`config.mk`:
```
export PLATFORM = sky130hd
export DESIGN_NAME = aal1_tx_sched
export DESIGN_NICKNAME = d
export VERILOG_FILES = /design/src/rtl/aal1_tx_pkg.sv /design/src/rtl/aal1_rr_pick.sv /design/src/rtl/aal1_sc_store.sv /design/src/rtl/aal1_hdr_build.sv /design/src/rtl/aal1_tx_sched.sv
export SDC_FILE = /design/constraint.sdc
export NUM_CORES = 1
export LEC_CHECK = 0
export BUFFER_PORTS_ARGS = -buffer_cell sky130_fd_sc_hd__buf_2
export CORE_MARGIN = 5
export CORE_UTILIZATION = 45
export CTS_CLUSTER_SIZE = 12
export DETAILED_ROUTE_END_ITERATION = 10
export SLEW_MARGIN = 20
export SYNTH_ARGS = -nofsm -noshare
export SYNTH_HDL_FRONTEND = slang
export SYNTH_HIERARCHICAL = 1
export SYNTH_SLANG_ARGS = --single-unit
```
`constraint.sdc`:
```
create_clock -name clk_i -period 4.86 [get_ports clk_i]
set_input_delay 0.243 -clock clk_i [delete_from_list [all_inputs] [get_ports clk_i]]
set_output_delay 0.243 -clock clk_i [all_outputs]
set_load 0.1 [all_outputs]
```
`src/rtl/aal1_tx_pkg.sv`:
```
package aal1_tx_pkg;

  typedef enum logic {ST_SCAN, ST_SEND} tx_state_e;

  // remainder of {csi,sc}*x^3 mod x^3+x+1, message MSB first
  function automatic logic [2:0] crc3(input logic [3:0] msg);
    logic [2:0] r;
    logic       fb;
    r = 3'b000;
    for (int i = 3; i >= 0; i--) begin
      fb = r[2] ^ msg[i];
      r  = {r[1:0], 1'b0} ^ (fb ? 3'b011 : 3'b000);
    end
    return r;
  endfunction

  function automatic logic [7:0] aal1_hdr(input logic csi, input logic [2:0] sc);
    logic [6:0] h;
    h = {csi, sc, crc3({csi, sc})};
    return {h, ^h};
  endfunction

endpackage

```
`src/rtl/aal1_rr_pick.sv`:
```
module aal1_rr_pick #(
  parameter int unsigned N_CH = 8,
  parameter int unsigned CH_W = 3
) (
  input  logic [N_CH-1:0] req_i,
  input  logic [CH_W-1:0] base_i,
  output logic            found_o,
  output logic [CH_W-1:0] sel_o
);
  // lowest offset from base wins: iterate downward so it is assigned last
  always_comb begin
    found_o = 1'b0;
    sel_o   = '0;
    for (int k = N_CH - 1; k >= 0; k--) begin
      int unsigned c;
      c = (int'(base_i) + k) % N_CH;
      if (req_i[c]) begin
        found_o = 1'b1;
        sel_o   = CH_W'(c);
      end
    end
  end
endmodule

```
`src/rtl/aal1_sc_store.sv`:
```
module aal1_sc_store #(
  parameter int unsigned N_CH = 8,
  parameter int unsigned CH_W = 3
) (
  input  logic            clk_i,
  input  logic            rst_ni,
  input  logic [CH_W-1:0] rd_ch_i,
  output logic [2:0]      rd_sc_o,
  input  logic            inc_i,
  input  logic [CH_W-1:0] inc_ch_i
);
  logic [2:0] sc_q [N_CH];

  for (genvar g = 0; g < N_CH; g++) begin : g_ch
    always_ff @(posedge clk_i or negedge rst_ni) begin
      if (!rst_ni)                                  sc_q[g] <= 3'd0;
      else if (inc_i && (inc_ch_i == CH_W'(g)))     sc_q[g] <= sc_q[g] + 3'd1;
    end
  end

  assign rd_sc_o = sc_q[rd_ch_i];
endmodule

```
`src/rtl/aal1_hdr_build.sv`:
```
module aal1_hdr_build
  import aal1_tx_pkg::*;
(
  input  logic       csi_i,
  input  logic [2:0] sc_i,
  output logic [7:0] hdr_o
);
  assign hdr_o = aal1_hdr(csi_i, sc_i);
endmodule

```
`src/rtl/aal1_tx_sched.sv`:
```
module aal1_tx_sched
  import aal1_tx_pkg::*;
#(
  parameter int unsigned N_CH          = 8,
  parameter int unsigned PAYLOAD_BYTES = 47,
  localparam int unsigned CH_W  = (N_CH > 1) ? $clog2(N_CH) : 1,
  localparam int unsigned IDX_W = $clog2(PAYLOAD_BYTES)
) (
  input  logic             clk_i,
  input  logic             rst_ni,
  input  logic [N_CH-1:0]  ready_flag_i,
  input  logic [N_CH-1:0]  csi_i,
  output logic             flag_clr_o,
  output logic [CH_W-1:0]  flag_clr_ch_o,
  output logic [CH_W-1:0]  mem_ch_o,
  output logic [IDX_W-1:0] mem_idx_o,
  input  logic [7:0]       mem_data_i,
  output logic [7:0]       cell_data_o,
  output logic             cell_valid_o,
  output logic             cell_sof_o,
  input  logic             cell_ready_i
);
  localparam int unsigned CNT_W = $clog2(PAYLOAD_BYTES + 1);
  localparam logic [CNT_W-1:0] LAST_CNT = CNT_W'(PAYLOAD_BYTES);
  localparam logic [CH_W-1:0]  LAST_CH  = CH_W'(N_CH - 1);

  tx_state_e        state_q;
  logic [CH_W-1:0]  cur_ch_q, ptr_q, clr_ch_q;
  logic [CNT_W-1:0] cnt_q;
  logic [7:0]       hdr_q;
  logic             clr_q;

  logic [N_CH-1:0]  req_mask;
  logic             found;
  logic [CH_W-1:0]  sel;
  logic [2:0]       sc_rd;
  logic [7:0]       hdr_new;
  logic             accept, last_byte;

  // hide the channel whose flag is being dropped this cycle
  always_comb begin
    req_mask = ready_flag_i;
    if (clr_q) req_mask[clr_ch_q] = 1'b0;
  end

  aal1_rr_pick #(.N_CH(N_CH), .CH_W(CH_W)) u_pick (
    .req_i   (req_mask),
    .base_i  (ptr_q),
    .found_o (found),
    .sel_o   (sel)
  );

  aal1_sc_store #(.N_CH(N_CH), .CH_W(CH_W)) u_sc (
    .clk_i    (clk_i),
    .rst_ni   (rst_ni),
    .rd_ch_i  (sel),
    .rd_sc_o  (sc_rd),
    .inc_i    (accept && last_byte),
    .inc_ch_i (cur_ch_q)
  );

  aal1_hdr_build u_hdr (
    .csi_i (csi_i[sel]),
    .sc_i  (sc_rd),
    .hdr_o (hdr_new)
  );

  assign accept    = (state_q == ST_SEND) && cell_ready_i;
  assign last_byte = (cnt_q == LAST_CNT);

  always_ff @(posedge clk_i or negedge rst_ni) begin
    if (!rst_ni) begin
      state_q  <= ST_SCAN;
      cur_ch_q <= '0;
      ptr_q    <= '0;
      cnt_q    <= '0;
      hdr_q    <= '0;
      clr_q    <= 1'b0;
      clr_ch_q <= '0;
    end else begin
      clr_q <= 1'b0;
      unique case (state_q)
        ST_SCAN: begin
          if (found) begin
            state_q  <= ST_SEND;
            cur_ch_q <= sel;
            hdr_q    <= hdr_new;
            cnt_q    <= '0;
          end
        end
        ST_SEND: begin
          if (accept) begin
            if (last_byte) begin
              state_q  <= ST_SCAN;
              ptr_q    <= (cur_ch_q == LAST_CH) ? '0 : cur_ch_q + 1'b1;
              clr_q    <= 1'b1;
              clr_ch_q <= cur_ch_q;
              cnt_q    <= '0;
            end else begin
              cnt_q <= cnt_q + 1'b1;
            end
          end
        end
        default: state_q <= ST_SCAN;
      endcase
    end
  end

  assign cell_valid_o  = (state_q == ST_SEND);
  assign cell_sof_o    = cell_valid_o && (cnt_q == '0);
  assign cell_data_o   = (cnt_q == '0) ? hdr_q : mem_data_i;
  assign mem_ch_o      = cur_ch_q;
  assign mem_idx_o     = (cnt_q == '0) ? '0 : IDX_W'(cnt_q - 1'b1);
  assign flag_clr_o    = clr_q;
  assign flag_clr_ch_o = clr_ch_q;

endmodule

```
-- After elaboration in Yosys (flattened, before gate mapping)
Cells that the tools add are included.
- word-level logic and storage cells: 141
- bits of input ports: 27
- register bits after elaboration: 49
- output and inout port bits: 23
- bitwise logic cells: 10
- muxes and demuxes: 58
- $add $sub $neg: 18
- eq/ne operators: 10
- $lt $le $gt $ge: 12
- reduce and logical (&&, ||, !) cells: 18
- operators by type and width (cell ; count):
    3-bit by 4-bit < comparator with 1-bit output (second input constant) ; 10
    3-bit two-way mux ; 11
    3-bit by 1-bit adder with 3-bit output (second input constant) ; 10
    1-bit binary-select mux with 3-bit select ; 9
    1-bit two-way mux ; 24
    6-bit two-way mux ; 4
    8-bit two-way mux ; 2
    3-bit adder (second input constant) ; 4
    3-bit == test (second input constant) ; 4
    1-bit logical AND ; 12
    6-bit case mux with 2 select lines ; 1
    3-bit binary-select mux with 3-bit select ; 1
    8-bit bitwise AND ; 1
    2-bit two-way mux ; 4
    8-bit NOT ; 1
    7-bit XOR reduction ; 1
    3-bit by 2-bit adder with 3-bit output (second input constant) ; 2
    6-bit by 1-bit adder with 6-bit output (second input constant) ; 1
    3-bit by 2-bit == test with 1-bit output (second input constant) ; 2
    6-bit == test (second input constant) ; 1
    6-bit zero test ; 1
    6-bit by 1-bit subtractor with 6-bit output (second input constant) ; 1
    3-bit bitwise XOR ; 2
    4-bit greater-or-equal comparator (second input constant) ; 1
    14 further kinds ; 16

-- Logic depth before layout (Yosys ltp)
- word-level depth: 31
- mapped depth: 16
- depth with buffers taken out: 12

-- By module
The synthesis kept the hierarchy.
- modules (own cells, without submodules) (module ; sequential area each (um^2) ; cells each ; instances ; area each (um^2)):
    aal1_tx_sched ; 625.6 ; 128 ; 1 ; 1481.4
    aal1_sc_store ; 600.6 ; 87 ; 1 ; 1275.0
    aal1_rr_pick ; 0.0 ; 90 ; 1 ; 782.0
    aal1_hdr_build ; 0.0 ; 8 ; 1 ; 132.6

-- Worst setup path after synthesis
OpenSTA, ideal clock, no wires.
- path kind: flip-flop to flip-flop
- start: reg clr_ch_q[0], in the netlist flag_clr_ch_o[0]
- end: reg hdr_q[0]
- required time: 4735 ps
- period minus slack after synthesis: 4764 ps
- stages on the path, launching flop included: 14
- path buffers: 1
- arrival time: 4639 ps
- path slack: 96 ps
- library setup time: 125 ps
- cell sequence: dfrtp_1 -> inv_1 -> o31a_1 -> mux4_1 -> mux2_4 -> o21ai_2 -> a31oi_1 -> o21bai_1 -> mux2_1 -> buf_6 -> mux4_1 -> mux2_2 -> xor3_4 -> mux2_2
- elaborated cells on any way between the ends: 58
- those cells by class: order compare (2); mux (44); bitwise (9); reduce/logical (3)
- RTL lines (what ; line ; RTL):
    from (decl) ; aal1_tx_sched.sv:28 ; logic [CH_W-1:0] cur_ch_q, ptr_q, clr_ch_q;
    from (signal assigned) ; aal1_tx_sched.sv:97 ; clr_ch_q <= cur_ch_q;
    3-bit by 4-bit < comparator with 1-bit output (implied by the code) or 3-bit by 1-bit greater-or-equal comparator with 1-bit output (tied branches) ; aal1_tx_sched.sv:43 ; if (clr_q) req_mask[clr_ch_q] = 1'b0;
    1-bit logical AND (implied by the code) ; aal1_tx_sched.sv:43 ;
    1-bit two-way mux (implied by the code) ; aal1_tx_sched.sv:43 ;
    1-bit demux with 3-bit select * ; aal1_tx_sched.sv:43 ;
    8-bit NOT (no line) * ; -- ;
    8-bit bitwise AND (no line) * ; -- ;
    8-bit two-way mux * ; aal1_tx_sched.sv:43 ;
    net req_mask[3] ; aal1_tx_sched.sv:33 ; logic [N_CH-1:0] req_mask;
    [10 not listed] ; -- ;
    net sel[0] ; aal1_tx_sched.sv:35 ; logic [CH_W-1:0] sel;
    [2 not listed] ; -- ;
    3-bit two-way mux (implied by the code) * (2 in series) ; aal1_sc_store.sv:21 ; assign rd_sc_o = sc_q[rd_ch_i];
    net sc_rd[1] ; aal1_tx_sched.sv:36 ; logic [2:0] sc_rd;
    1-bit bitwise XOR ; aal1_tx_pkg.sv:11 ; fb = r[2] ^ msg[i];
    2-bit two-way mux ; aal1_tx_pkg.sv:12 ; r = {r[1:0], 1'b0} ^ (fb ? 3'b011 : 3'b000);
    3-bit bitwise XOR ; aal1_tx_pkg.sv:12 ;
    3-bit by 2-bit bitwise XOR with 3-bit output ; aal1_tx_pkg.sv:12 ;
    7-bit XOR reduction * ; aal1_tx_pkg.sv:20 ; return {h, ^h};
    net hdr_new[0] ; aal1_tx_sched.sv:37 ; logic [7:0] hdr_new;
    to (signal assigned) ; aal1_tx_sched.sv:87 ; hdr_q <= hdr_new;
    to (decl) ; aal1_tx_sched.sv:30 ; logic [7:0] hdr_q;
The timed path passes the listed nets; every way through them passes the cells marked *. The select of a mux whose other input is x is not followed.
A chain may end at the register's enable or synchronous reset.

-- Final worst setup path
- start: reg clr_ch_q[1], in the netlist flag_clr_ch_o[1]
- end: reg hdr_q[0]
Same word-level chain as after synthesis.

==> results.yml <==
detailed_routing:
  detail_route.wirelength_um: 7760
  antenna_left: 0
  drt-vias-per-instance: 5.63
  drtIter0Drc: 112
  num_vias: 2607
  wl_per_cell_um: 16.8
  route.detailed.drc: 0
  drt_pass1_iterations: 4
power:
  power_mw: 1.39
  share_seq_of_total_power_pct: 33.7
  power.clock.fraction_pct: 17.6
  switchingPower_mw: 0.710
  worst_ir_drop_vdd_mv: 0.291
  p_comb_share_pct: 48.8
  internal_power_mw: 0.684
  pwr_density_cell_mw_per_mm2: 345
  switching_share_of_total_power_pct: 51.0
  p_leak_nw: 1.92
cts:
  cts.repair_timing.setup_buffer_count: 0
  clk_transition_reported_paths_ns: 0.10
  ctsResizeCount: 0
  cts.sinks: 49
  worstSkewPairLatency_ns: 0.31
  cts.path.max_buffers: 2
  cts.htree.levels: 2
  cts.hold.buffers_added: 0
  cts_tree: "yes"
  cts-buffers-inserted: 5
  cts_root_buf: "sky130_fd_sc_hd__clkbuf_8"
final_layout:
  final_area_mm2: 0.00404
  n_fill_cell: 775
  drive_gt1_share_pct: 32.4
  number_of_nets_in_the_finished_design: 399
  synthToLayoutAreaGrowth_pct: 9.99
  diodes: 0
synth:
  synth-edff-count: 0
  sequential_share_of_the_synthesized_area_pct: 33.4
  yosys_warnings: 6
  synth_nets: 355
  yosysUniqueCellTypes: 61
  ys.flop_type: "sky130_fd_sc_hd__dfrtp_1"
  ys_seq_elements: 49
  asyncSetResetFlopFracSynth_pct: 100
  mappedNetlistArea_mm2: 0.00367
  post_synth.cell_area_avg_um2: 11.7
  syn_inst: 313
global_route:
  number_of_global_route_vias_before_repair: 2700
  grt_use_total_pct: 16.4
  total_congestion_overflow_after_global_routing: 0
  maximum_number_of_pins_on_one_net_before_global_route_repair: 50
  grt_first_pass_wirelength_um: 13100
  antenna_violations_before_repair: 0
timing:
  grt_setup_unrepaired: "false"
  hold_slack_ns: 0.0123
  period_utilization_pct: 89.9
  finClkSkew_ns: 0.0152
  maxSlewHeadroom_pct: 38.0
  finalWorstPathRequiredPeriod_ns: 4.37
  final-setup-viol-count: 0
  maxClockFrequency_mhz: 229
  final-max-slew-violation-count: 0
  final.setup.tns_ns: 0
  final-hold-violation-count: 0
  timing_worst_slew_pin_value_ns: 0.927
setup_path:
  logic_depth_of_the_worst_path_buffers_included: 12
  critical_path.max_stage_delay_ns: 0.63
  worstPathArrival_ns: 4.56
  cp-startpoint: "flag_clr_ch_o[1]$_DFFE_PN0P_"
  timing.critical_path.slowest_stage_cell: "sky130_fd_sc_hd__mux4_1"
  worst_setup_path_start_kind: "flip-flop"
  crit_end: "hdr_q[0]$_DFFE_PN0P_"
  worst_setup_path_end_kind: "flip-flop"
  crit_type: "reg2reg"
  number_of_buffers_and_inverters_on_the_critical_path: 0
  critical-path-top-delay-family: "multiplexers"
  worstPathRequired_ns: 5.06
  critical_path.reg2reg.startpoint: "flag_clr_ch_o[1]$_DFFE_PN0P_"
  ff2ff_path_depth: 12
  worstReg2RegEnd: "hdr_q[0]$_DFFE_PN0P_"
  critPathMaxFanout: 9
  cp_cell_sequence: "nand2b_1, o31a_1, mux4_1, mux2_4, o21ai_2, a31oi_1, o21bai_1, mux2_1, mux4_1, mux2_2, xor3_4, mux2_2"
  rrSetupSlack_ns: 0.49
die:
  floorplan.initialDensity_pct: 45.4
  num_io_pins: 50
  dieWidth_um: 100
  die_h_um: 100
  placementRows: 33
  dieArea_mm2: 0.0101
  core-area_mm2: 0.00809
flow_run:
  max_cap_viol_count: 0
placed_design:
  gp_congestion: 0.843
  io_buffers: 49
  hpwl_um: 5800
  placedInstanceArea_mm2: 0.00395
status:
  outcome: "complete, no violations"
hold_path:
  worst_hold_path_type: "in2async"
[worst min-delay path by stage]
stage                       from                           end  slack (ns)  cells past startpoint
final                     rst_ni        cell_valid_o$_DFF_PN0_        0.01                      2
after global routing      rst_ni        cell_valid_o$_DFF_PN0_        0.09                      2
after CTS                 rst_ni        cell_valid_o$_DFF_PN0_        0.05                      2
after detailed placement  rst_ni  flag_clr_ch_o[1]$_DFFE_PN0P_        0.40                      2
after global placement    rst_ni        cell_valid_o$_DFF_PN0_        0.40                      2
after floorplan           rst_ni        cell_valid_o$_DFF_PN0_       -0.05                      0
[sequential cells by signal, indices dropped and copies added, names as in the netlist]
| signal | flops |
|---|---|
| cell_valid_o | 1 |
| flag_clr_o | 1 |
| mem_ch_o | 3 |
| flag_clr_ch_o | 3 |
| hdr_q | 8 |
| cnt_q | 6 |
| ptr_q | 3 |
| u_sc/sc_q | 24 |
[cell usage in the layout, fill, tap and decap left out, types with 3 or more instances in the layout]
| master | synthesis | layout |
|---|---|---|
| sky130_fd_sc_hd__o21bai_1 | 3 | 3 |
| sky130_fd_sc_hd__dfrtp_1 | 49 | 49 |
| sky130_fd_sc_hd__xor2_1 | 10 | 10 |
| sky130_fd_sc_hd__mux2_1 | 6 | 6 |
| sky130_fd_sc_hd__nand4b_1 | 3 | 3 |
| sky130_fd_sc_hd__inv_1 | 14 | 14 |
| sky130_fd_sc_hd__nor3_1 | 3 | 3 |
| sky130_fd_sc_hd__o21ai_0 | 7 | 7 |
| sky130_fd_sc_hd__o21a_1 | 3 | 3 |
| sky130_fd_sc_hd__nor2_1 | 18 | 18 |
| sky130_fd_sc_hd__mux4_2 | 7 | 7 |
| sky130_fd_sc_hd__a21oi_1 | 9 | 9 |
| sky130_fd_sc_hd__mux4_1 | 11 | 11 |
| sky130_fd_sc_hd__and4bb_1 | 3 | 3 |
| sky130_fd_sc_hd__and2_1 | 3 | 3 |
| sky130_fd_sc_hd__xnor2_1 | 11 | 11 |
| sky130_fd_sc_hd__nand2_1 | 21 | 21 |
| sky130_fd_sc_hd__clkbuf_8 | 0 | 5 |
| sky130_fd_sc_hd__nor2b_1 | 3 | 3 |
| sky130_fd_sc_hd__a31oi_1 | 3 | 3 |
| sky130_fd_sc_hd__mux2i_1 | 5 | 5 |
| sky130_fd_sc_hd__mux2_2 | 36 | 36 |
| sky130_fd_sc_hd__buf_4 | 9 | 6 |
| sky130_fd_sc_hd__o211ai_1 | 3 | 3 |
| sky130_fd_sc_hd__nand2b_1 | 3 | 3 |
| sky130_fd_sc_hd__o31a_1 | 6 | 6 |
| sky130_fd_sc_hd__buf_2 | 2 | 49 |
| sky130_fd_sc_hd__ha_1 | 15 | 15 |
[metal layers]
layer  up-vias  wire, um  GRT usage [%]
met3        14       241           3.41
met4         0       158           5.60
met5         -         0              0
met1      1302      3460           20.7
li1       1260         -              -
met2        31      3900           27.8
[worst register-to-register path: cells and delay by family (launching register included)]
kind	cells	cell delay [ns]
mux	6	2.57
simple gates	1	0.19
compound gates	4	0.67
xor+xnor	1	0.43
flops	1	0.40
[metrics by stage]
stage	instances	setup WS, ns	utilization, %
final	463	0.493	49.9
after global routing	463	0.326	49.9
after CTS	463	0.500	49.9
after detailed placement	455	0.498	48.8
after global placement	455	0.568	48.8
after floorplan	313	0.0964	-
[cell usage after synthesis (3+ instances only)]
cell type | count | area, um2
sky130_fd_sc_hd__nand2b_1 | 3 | 18.8
sky130_fd_sc_hd__xor2_1 | 10 | 87.6
sky130_fd_sc_hd__nor2b_1 | 3 | 18.8
sky130_fd_sc_hd__nand4b_1 | 3 | 26.3
sky130_fd_sc_hd__o21bai_1 | 3 | 22.5
sky130_fd_sc_hd__mux4_1 | 11 | 289
sky130_fd_sc_hd__and4bb_1 | 3 | 37.5
sky130_fd_sc_hd__mux4_2 | 7 | 158
sky130_fd_sc_hd__buf_6 | 5 | 56.3
sky130_fd_sc_hd__o21ai_0 | 7 | 35.0
sky130_fd_sc_hd__mux2_2 | 36 | 405
sky130_fd_sc_hd__a21oi_1 | 9 | 45.0
sky130_fd_sc_hd__nor3_1 | 3 | 15.0
sky130_fd_sc_hd__nand2_1 | 21 | 78.8
sky130_fd_sc_hd__dfrtp_1 | 49 | 1230
sky130_fd_sc_hd__mux2i_1 | 5 | 50.1
sky130_fd_sc_hd__and2_1 | 3 | 18.8
sky130_fd_sc_hd__mux2_1 | 6 | 67.6
sky130_fd_sc_hd__o21a_1 | 3 | 22.5
sky130_fd_sc_hd__inv_1 | 14 | 52.6
sky130_fd_sc_hd__buf_4 | 9 | 67.6
sky130_fd_sc_hd__nor2_1 | 18 | 67.6
sky130_fd_sc_hd__xnor2_1 | 11 | 96.3
sky130_fd_sc_hd__o31a_1 | 6 | 52.6
sky130_fd_sc_hd__a31oi_1 | 3 | 18.8
sky130_fd_sc_hd__o211ai_1 | 3 | 22.5
sky130_fd_sc_hd__ha_1 | 15 | 188
[area by class of cell]
cell class | instances | area (um2) | share of cell area (%)
tap | 105 | 131 | 3.25
clock buffer | 6 | 72.6 | 1.80
inverter | 14 | 52.6 | 1.30
multi-input combinational | 232 | 2250 | 55.7
sequential | 49 | 1230 | 30.4
timing repair buffer | 55 | 290 | 7.19
clock inverter | 2 | 13.8 | 0.341
[cell families (layout without fill, tap and decap cells)]
logic type                 Yosys count  after routing  share of synthesized area (%)
AOI/OAI and AO/OA                   51             51                           9.71
xor gates and xnor gates            25             25                           7.80
adders and majority gates           15             15                           5.11
buffers and inverters               32             77                           5.28
DFF                                 49             49                           33.4
muxes                               66             66                           26.8
and+or+nand+nor                     75             75                           11.9
[power groups by stage]
| stage | Sequential [mW] | Combinational, mW | Clock [mW] |
|---|---|---|---|
| after floorplan | 0.461 | 0.624 | 0 |
| after global placement | 0.477 | 0.678 | 0 |
| after detailed placement | 0.478 | 0.684 | 0 |
| after CTS | 0.470 | 0.685 | 0.254 |
| after global routing | 0.475 | 0.716 | 0.273 |
| final | 0.469 | 0.680 | 0.245 |
No activity file was read; power rests on OpenSTA's default activity.
